$ cat src/rtl/regCmdPkg.sv
package regCmdPkg;

  typedef enum logic [1:0] {
    ST_IDLE  = 2'd0,
    ST_WORD0 = 2'd1,
    ST_WORD1 = 2'd2,
    ST_WRITE = 2'd3
  } seqState_e;

  // strobes from the sequencer to the datapath
  typedef struct packed {
    logic start;    // load list base, raise busy, drop end
    logic clrErr;   // idle task write with error-clear bit
    logic capVal;   // latch value word
    logic capCtl;   // latch offset and terminate flag
    logic advance;  // step to next entry
    logic finEnd;   // list ended normally
    logic finErr;   // list ended on malformed entry
  } seqStrobe_t;

  localparam int TASK_RUN_BIT  = 0;
  localparam int TASK_CLR_BIT  = 3;
  localparam int STAT_BUSY_BIT = 0;
  localparam int STAT_END_BIT  = 2;
  localparam int STAT_ERR_BIT  = 3;

endpackage

$ cat src/rtl/regCmdCtrl.sv
module regCmdCtrl
  import regCmdPkg::*;
(
  input  logic       clk,
  input  logic       rstN,
  input  logic       taskWr,
  input  logic       taskRun,
  input  logic       taskErrClr,
  input  logic       memAck,
  input  logic       fetchValid,
  input  logic       fetchTerm,
  input  logic       regAck,
  input  logic       entryTerm,
  output logic       memReq,
  output logic       wordSel,
  output logic       regReq,
  output seqStrobe_t strb
);

  seqState_e state, stateNx;

  always_ff @(posedge clk) begin
    if (!rstN) state <= ST_IDLE;
    else       state <= stateNx;
  end

  always_comb begin
    stateNx = state;
    strb    = '0;
    unique case (state)
      ST_IDLE: begin
        strb.clrErr = taskWr & taskErrClr;
        if (taskWr && taskRun) begin
          strb.start = 1'b1;
          stateNx    = ST_WORD0;
        end
      end
      ST_WORD0: begin
        if (memAck) begin
          strb.capVal = 1'b1;
          stateNx     = ST_WORD1;
        end
      end
      ST_WORD1: begin
        if (memAck) begin
          if (fetchValid) begin
            strb.capCtl = 1'b1;
            stateNx     = ST_WRITE;
          end else if (fetchTerm) begin
            strb.finEnd = 1'b1;
            stateNx     = ST_IDLE;
          end else begin
            strb.finErr = 1'b1;
            stateNx     = ST_IDLE;
          end
        end
      end
      ST_WRITE: begin
        if (regAck) begin
          if (entryTerm) begin
            strb.finEnd = 1'b1;
            stateNx     = ST_IDLE;
          end else begin
            strb.advance = 1'b1;
            stateNx      = ST_WORD0;
          end
        end
      end
      default: stateNx = ST_IDLE;
    endcase
  end

  assign memReq  = (state == ST_WORD0) || (state == ST_WORD1);
  assign wordSel = (state == ST_WORD1);
  assign regReq  = (state == ST_WRITE);

  // an unacknowledged fetch stays on the same word
  assert_fetch_hold_R3: assert property (@(posedge clk) disable iff (!rstN)
    (memReq && !memAck) |=> (memReq && wordSel == $past(wordSel)));

  // an unacknowledged write stays pending, no fetch meanwhile
  assert_write_hold_R4: assert property (@(posedge clk) disable iff (!rstN)
    (regReq && !regAck) |=> (regReq && !memReq));

endmodule

$ cat src/rtl/regCmdPath.sv
module regCmdPath
  import regCmdPkg::*;
#(
  parameter int ADDR_W  = 32,
  parameter int DATA_W  = 32,
  parameter int OFF_W   = 20,
  parameter int ALIGN_W = 7
) (
  input  logic              clk,
  input  logic              rstN,
  input  seqStrobe_t        strb,
  input  logic [DATA_W-1:0] taskData,
  input  logic [DATA_W-1:0] memRdata,
  input  logic              statClr,
  input  logic              wordSel,
  output logic [ADDR_W-1:0] memAddr,
  output logic [OFF_W-1:0]  regAddr,
  output logic [DATA_W-1:0] regWdata,
  output logic              entryTerm,
  output logic              busy,
  output logic [DATA_W-1:0] statusWord
);

  localparam int WORD_SH  = $clog2(DATA_W / 8);
  localparam int ENTRY_SH = WORD_SH + 1;
  localparam int PTR_W    = ADDR_W - ENTRY_SH;
  localparam int PAD_W    = ALIGN_W - ENTRY_SH;
  localparam int OFFR_W   = OFF_W - WORD_SH;
  localparam int TERM_BIT = DATA_W - 2;

  logic [PTR_W-1:0]  entryPtr;
  logic [DATA_W-1:0] valueReg;
  logic [OFFR_W-1:0] offsetReg;
  logic              termReg;
  logic              busyFlag, endFlag, errFlag;

  always_ff @(posedge clk) begin
    if (!rstN) begin
      entryPtr <= '0;
    end else if (strb.start) begin
      entryPtr <= {taskData[ADDR_W-1:ALIGN_W], {PAD_W{1'b0}}};
    end else if (strb.advance) begin
      entryPtr <= entryPtr + 1'b1;
    end
  end

  always_ff @(posedge clk) begin
    if (!rstN) begin
      valueReg  <= '0;
      offsetReg <= '0;
      termReg   <= 1'b0;
    end else begin
      if (strb.capVal) valueReg <= memRdata;
      if (strb.capCtl) begin
        offsetReg <= memRdata[OFF_W-1:WORD_SH];
        termReg   <= memRdata[TERM_BIT];
      end
    end
  end

  always_ff @(posedge clk) begin
    if (!rstN) begin
      busyFlag <= 1'b0;
      endFlag  <= 1'b0;
      errFlag  <= 1'b0;
    end else begin
      if (strb.start)                     busyFlag <= 1'b1;
      else if (strb.finEnd || strb.finErr) busyFlag <= 1'b0;

      if (strb.finEnd)                    endFlag <= 1'b1;
      else if (strb.start || statClr)     endFlag <= 1'b0;

      if (strb.finErr)                    errFlag <= 1'b1;
      else if (strb.clrErr || statClr)    errFlag <= 1'b0;
    end
  end

  assign memAddr   = {entryPtr, wordSel, {WORD_SH{1'b0}}};
  assign regAddr   = {offsetReg, {WORD_SH{1'b0}}};
  assign regWdata  = valueReg;
  assign entryTerm = termReg;
  assign busy      = busyFlag;

  always_comb begin
    statusWord                = '0;
    statusWord[STAT_BUSY_BIT] = busyFlag;
    statusWord[STAT_END_BIT]  = endFlag;
    statusWord[STAT_ERR_BIT]  = errFlag;
  end

  logic unusedTaskBits;
  assign unusedTaskBits = ^{taskData[ALIGN_W-1:0], memRdata[DATA_W-1], memRdata[DATA_W-3:OFF_W],
                            memRdata[WORD_SH-1:0]};

  // error appears only as the engine drops to idle
  assert_err_idle_R7: assert property (@(posedge clk) disable iff (!rstN)
    $rose(errFlag) |-> !busyFlag);

  // end appears only as the engine drops to idle
  assert_end_idle_R5: assert property (@(posedge clk) disable iff (!rstN)
    $rose(endFlag) |-> !busyFlag);

  // a start leaves the engine busy with end cleared
  assert_start_clears_end_R12: assert property (@(posedge clk) disable iff (!rstN)
    strb.start |=> (busyFlag && !endFlag));

endmodule

$ cat src/rtl/regCmdEngine.sv
module regCmdEngine
  import regCmdPkg::*;
#(
  parameter int ADDR_W  = 32,
  parameter int DATA_W  = 32,
  parameter int OFF_W   = 20,
  parameter int ALIGN_W = 7
) (
  input  logic              clk,
  input  logic              rstN,
  input  logic              taskWr,
  input  logic [DATA_W-1:0] taskData,
  input  logic              statClr,
  output logic [DATA_W-1:0] statusWord,
  output logic              memReq,
  output logic [ADDR_W-1:0] memAddr,
  input  logic              memAck,
  input  logic [DATA_W-1:0] memRdata,
  output logic              regReq,
  output logic [OFF_W-1:0]  regAddr,
  output logic [DATA_W-1:0] regWdata,
  input  logic              regAck
);

  localparam int VALID_BIT = DATA_W - 1;
  localparam int TERM_BIT  = DATA_W - 2;

  seqStrobe_t strb;
  logic       wordSel;
  logic       entryTerm;
  logic       busy;

  regCmdCtrl uCtrl (
    .clk        (clk),
    .rstN       (rstN),
    .taskWr     (taskWr),
    .taskRun    (taskData[TASK_RUN_BIT]),
    .taskErrClr (taskData[TASK_CLR_BIT]),
    .memAck     (memAck),
    .fetchValid (memRdata[VALID_BIT]),
    .fetchTerm  (memRdata[TERM_BIT]),
    .regAck     (regAck),
    .entryTerm  (entryTerm),
    .memReq     (memReq),
    .wordSel    (wordSel),
    .regReq     (regReq),
    .strb       (strb)
  );

  regCmdPath #(
    .ADDR_W  (ADDR_W),
    .DATA_W  (DATA_W),
    .OFF_W   (OFF_W),
    .ALIGN_W (ALIGN_W)
  ) uPath (
    .clk        (clk),
    .rstN       (rstN),
    .strb       (strb),
    .taskData   (taskData),
    .memRdata   (memRdata),
    .statClr    (statClr),
    .wordSel    (wordSel),
    .memAddr    (memAddr),
    .regAddr    (regAddr),
    .regWdata   (regWdata),
    .entryTerm  (entryTerm),
    .busy       (busy),
    .statusWord (statusWord)
  );

  // pending write keeps offset and value steady
  assert_write_fields_R4: assert property (@(posedge clk) disable iff (!rstN)
    (regReq && !regAck) |=> ($stable(regAddr) && $stable(regWdata)));

  // a task write while busy does not move the fetch address
  assert_busy_ignore_R8: assert property (@(posedge clk) disable iff (!rstN)
    (busy && taskWr && memReq && !memAck) |=> $stable(memAddr));

endmodule

$ cat config.mk
export PLATFORM = sky130hd
export DESIGN_NAME = regCmdEngine
export DESIGN_NICKNAME = d
export VERILOG_FILES = /design/src/rtl/regCmdPkg.sv /design/src/rtl/regCmdCtrl.sv /design/src/rtl/regCmdPath.sv /design/src/rtl/regCmdEngine.sv
export SDC_FILE = /design/constraint.sdc
export NUM_CORES = 1
export LEC_CHECK = 0
export CELL_PAD_IN_SITES_DETAIL_PLACEMENT = 1
export CELL_PAD_IN_SITES_GLOBAL_PLACEMENT = 1
export CORE_MARGIN = 2
export CORE_UTILIZATION = 31
export CTS_CLUSTER_SIZE = 24
export DETAILED_ROUTE_END_ITERATION = 8
export GPL_ROUTABILITY_DRIVEN = 0
export PLACE_DENSITY_LB_ADDON = 0.1
export SYNTH_ARGS = -nofsm -noshare
export SYNTH_HDL_FRONTEND = slang
export SYNTH_HIERARCHICAL = 1
export SYNTH_SLANG_ARGS = --single-unit
$ cat constraint.sdc
create_clock -name clk -period 3 [get_ports clk]
set_clock_uncertainty 0.15 [all_clocks]
set_input_delay 0.3 -clock clk [delete_from_list [all_inputs] [get_ports clk]]
set_output_delay 0.3 -clock clk [all_outputs]
set_load 0.02 [all_outputs]
# ---- Word level (Yosys, flattened, before mapping)
# Cells that the tools add are included.
dict set report totals {
  ff_bits 85
  inputBits 70
  out_inout_bits 118
  wordCells 63
}
dict set report op_classes {
  addsub 1
  eq_ne 7
  muxes 32
  bitwise 2
  n_reduce_logical 12
}
# operator count
set op_table {}
lappend op_table {{$mux 29} 2}
lappend op_table {{$add 29x1->29 const B} 1}
lappend op_table {{$mux 1} 19}
lappend op_table {{$mux 2} 9}
lappend op_table {{$pmux 2 s4} 1}
lappend op_table {{$reduce_bool 2->1} 4}
lappend op_table {{$eq 2x2->1 const B} 2}
lappend op_table {{$logic_or 1x1->1} 4}
lappend op_table {{$ne 2x1->1 const B} 2}
lappend op_table {{$ne 2x2->1 const B} 2}
lappend op_table {{$reduce_and 4->1} 1}
lappend op_table {{$eq 2x1->1 const B} 1}
lappend op_table {{$logic_not 2->1} 1}
lappend op_table {{$pmux 1 s2} 1}
lappend op_table {{$reduce_or 2->1} 1}
lappend op_table {{$and 1x1->1} 1}
lappend op_table {{$logic_and 1x1->1} 1}
lappend op_table {{$not 1->1} 1}

# ---- Longest topological paths before layout
# Gate-level depths: netlist of the first run.
dict set report depth {
  ltp_word 7
  depth_mapped 8
}

# ---- Cells and area by module
# The synthesis of the first run kept the hierarchy.
# mod instances cells_each area_per_inst_um2
set by_module_without_submodules {}
lappend by_module_without_submodules {regCmdPath 1 426 3981.3}
lappend by_module_without_submodules {regCmdCtrl 1 35 294.0}

# ---- Least setup slack after synthesis of the first run
# No wires, ideal clock.
dict set report synth_path {
  kind {reg-to-reg}
  start {register uCtrl.state[0]}
  end {register uPath.entryPtr[21]}
  setup_time_ns 0.074
  t_arrival_ns 2.215
  path_slack_ns 0.561
  stages_incl_launch_ff 9
  synth_period_minus_slack_ns 2.439
  cell_sequence {dfxtp_1 > ha_1 > and2b_1 > and2_1 > nand4_2 > or2_1 > buf_6 > or4_1 > a31oi_1}
}
# item line_no
set synth_lines {}
lappend synth_lines {{from (decl)} regCmdCtrl.sv:20} ;# seqState_e state, stateNx;
lappend synth_lines {{from (signal assigned)} regCmdCtrl.sv:24} ;# else state <= stateNx;
lappend synth_lines {{to (signal assigned)} regCmdPath.sv:41} ;# entryPtr <= {taskData[ADDR_W-1:ALIGN_W], {PAD_W{1'b0}}};
lappend synth_lines {{to (signal assigned)} regCmdPath.sv:43} ;# entryPtr <= entryPtr + 1'b1;
lappend synth_lines {{to (decl)} regCmdPath.sv:31} ;# logic [PTR_W-1:0] entryPtr;

==> out/metrics.yaml, run 1 <==
final_layout:
  antennaDiodeCount: 0
  drive_above_1_share_pct: 5.298
  nFillCells: 1552
  utilization_pct: 45.48
  area_growth_pct: 42.00
  fin_nets: 676
logic_synthesis:
  yosysUniqueCellTypes: 51
  synth_ff_type: "dfxtp_1"
  synth.avg_cell_area_um2: 9.274
  ys_seq_area_share_pct: 39.80
  yosysWarningCount: 6
  synth_common_cells: "dfxtp_1 (85), nor2b_1 (56), mux2i_1 (53)"
  synth_edf_count: 0
  yosysTopAreaCell: "dfxtp_1"
  synth.most_common_cell: "dfxtp_1"
  synth_top_area_share_pct: 39.80
  ys_seq_elements: 85
  syn-cell-area_mm2: 0.004275
  synthTopCellsByArea: "dfxtp_1 (40%), mux2i_1 (12%), nor2b_1 (8.2%)"
  syn_inst: 461
  synthArstFlopShare_pct: 0
timing:
  fmax_mhz: 381.1
  max-slew-margin-rel_pct: 53.88
  tns_ps: 0
  setup_violations: 0
  min_period_over_period_pct: 87.47
  finalHoldViolations: 0
  finalCriticalPeriod_ps: 2624
  worstMarginPinSlew_ps: 685.5
  rsz0062_at_grt: "no"
  slew_violations: 0
power_and_ir_drop:
  p_leak_nw: 2.061
  ir_drop_uv: 312.0
  cellPowerDensity_mw_per_mm2: 588.9
hold_path:
  hp-class: "reg2reg"
setup_path:
  cp_data_required_time_ps: 3110
  crit_fanout: 10
  crit_type: "reg2reg"
  critPathArrivalTime_ps: 2730
  cp-start-kind: "flop"
  crit_path_end_kind: "flop"
routing:
  drc: 0
  ant_nets: 0
  drt_wl_total_mm: 12.38
  vias: 3764
  via_per_inst: 4.826
  first_pass_iters: 4
  drtIter0Drc: 141
  wl_per_cell_um: 15.88
clock_network:
  cts_tree: "yes"
  root_buffer: "clkbuf_16"
  cts-buffers-inserted: 9
  cts_hold_buf: 0
  clkSinkCount: 85
  post_cts_resized: 0
  post_cts_buffers: 0
  clk_path_buf_depth: 2
  htree_levels: 3
  insertion_delay_ps: 340
  path_clk_slew_ps: 60
grt:
  grt_max_degree: 52
  grt_pass1_vias: 3808
  grt_pass1_wl_mm: 19.49
  grt-ovfl-total: 0
  antenna_found_initial: 0
  grt_usage_pct: 16.70
floorplan:
  die_x_um: 121.4
  start_util_pct: 32.03
  dieArea_mm2: 0.01475
  coreArea_mm2: 0.01335
  rows: 42
  ios: 188
  die_h_um: 121.4
place:
  port_buffers: 149
  hpwlAfterDp_mm: 9.038
status:
  status: "finished, final reports clean"
flow_run:
  max_cap_viol_count: 0
worst max-delay path: stages (launching register included):
cell	delay (ps)
dfxtp_1	420
ha_1	240
and2b_1	180
and2_1	180
buf_4	190
inv_1	110
nor4_1	640
a311oi_1	200
nor3b_1	230
area by class of cell:
type,count,area [um2],area share [%]
Sequential cell,85,1702,28.03
Inverter,5,18.77,0.3092
Tap cell,176,220.2,3.627
Multi-Input combinational cell,342,2298,37.86
Timing Repair Buffer,156,1539,25.35
Clock inverter,6,63.81,1.051
Clock buffer,10,229.0,3.772
metrics by stage:
step           power (mW)  cells  setup slack (ps)  hold WS [ps]  area, um2
6_report            3.575    780             375.9         364.2       6071
4_1_cts             3.630    780             390.4         364.1       6071
3_5_place_dp        2.503    764             407.7         352.7       5778
5_1_grt             3.770    780             139.8         393.6       6071
2_1_floorplan       2.059    493             560.9         287.8       4395
3_3_place_gp        2.476    764             483.2         344.5       5778
cell usage in the layout (no fill, tap or decap), types with 7 or more instances in the layout:
cell               n
nand3_1           14
o31ai_1            7
dfxtp_1           85
nor2b_1           56
a21oi_1           11
and3_1             7
clkbuf_16          9
mux2i_1           53
nor3_1             7
xnor2_1            8
ha_1               7
conb_1            33
nand4_1           16
and4_1             7
nor2_1            13
nand2_1           17
buf_4              7
a31oi_1            9
nor4_1             9
clkdlybuf4s50_1  148
or4_1              7
o21ai_0           22
report_power, final:
group | switching, mW | total (mW) | internal (mW)
Sequential | 0.136 | 1.39 | 1.26
Combinational | 0.557 | 1.08 | 0.520
Clock | 0.461 | 1.11 | 0.644
sequential cells by signal (all words and copies together) (netlist names):
name             flops
uPath/offsetReg     18
uPath/entryTerm      1
uPath/entryPtr      29
uCtrl/state          2
uPath/regWdata      32
uPath/busy           1
uPath/endFlag        1
uPath/errFlag        1
cells by family (layout without fill, tap and decap cells):
kind of cell | after synthesis | count (layout) | share of synthesized area, %
AO/OA/AOI/OAI | 66 | 66 | 10.13
other | 1 | 33 | 0.08771
adder cells (fa/ha/maj) | 7 | 7 | 2.048
buffers and inverters | 66 | 177 | 9.277
multiplexers | 53 | 53 | 12.41
XOR/XNOR | 12 | 12 | 2.458
flip-flops | 85 | 85 | 39.80
AND/OR/NAND/NOR | 171 | 171 | 23.79
routing by layer:
layer  wire length, um  global-route usage, %  vias to the layer above  share of wire [%]
met4               163                  5.603                        0                1.3
met5                 0                      0                        -                  0
li1                  -                      -                     1857                  -
met1              5683                  21.15                     1786                 46
met2              5926                  28.48                      111                 48
met3               611                  3.102                       10                4.9
worst paths after layout:
check,from,endpoint,slack (ps),cells after the start
worst max-delay path,uCtrl/state[0]$_SDFFE_PN0P_,uPath/entryPtr[24]$_SDFFE_PN0P_,380,8
worst min-delay path,uPath/offsetReg[8]$_SDFFE_PN0P_,uPath/offsetReg[8]$_SDFFE_PN0P_,360,2
worst max register to register,uCtrl/state[0]$_SDFFE_PN0P_,uPath/entryPtr[24]$_SDFFE_PN0P_,380,8
worst min register to register,uPath/offsetReg[8]$_SDFFE_PN0P_,uPath/offsetReg[8]$_SDFFE_PN0P_,360,2
No activity file was read; power rests on OpenSTA's default activity.
==> run 2: changes to the inputs <==
- CTS_CLUSTER_DIAMETER: unset -> 60
==> results of run 2 <==
Same layout as run 1: the final DEF is identical, and so are final timing and power.
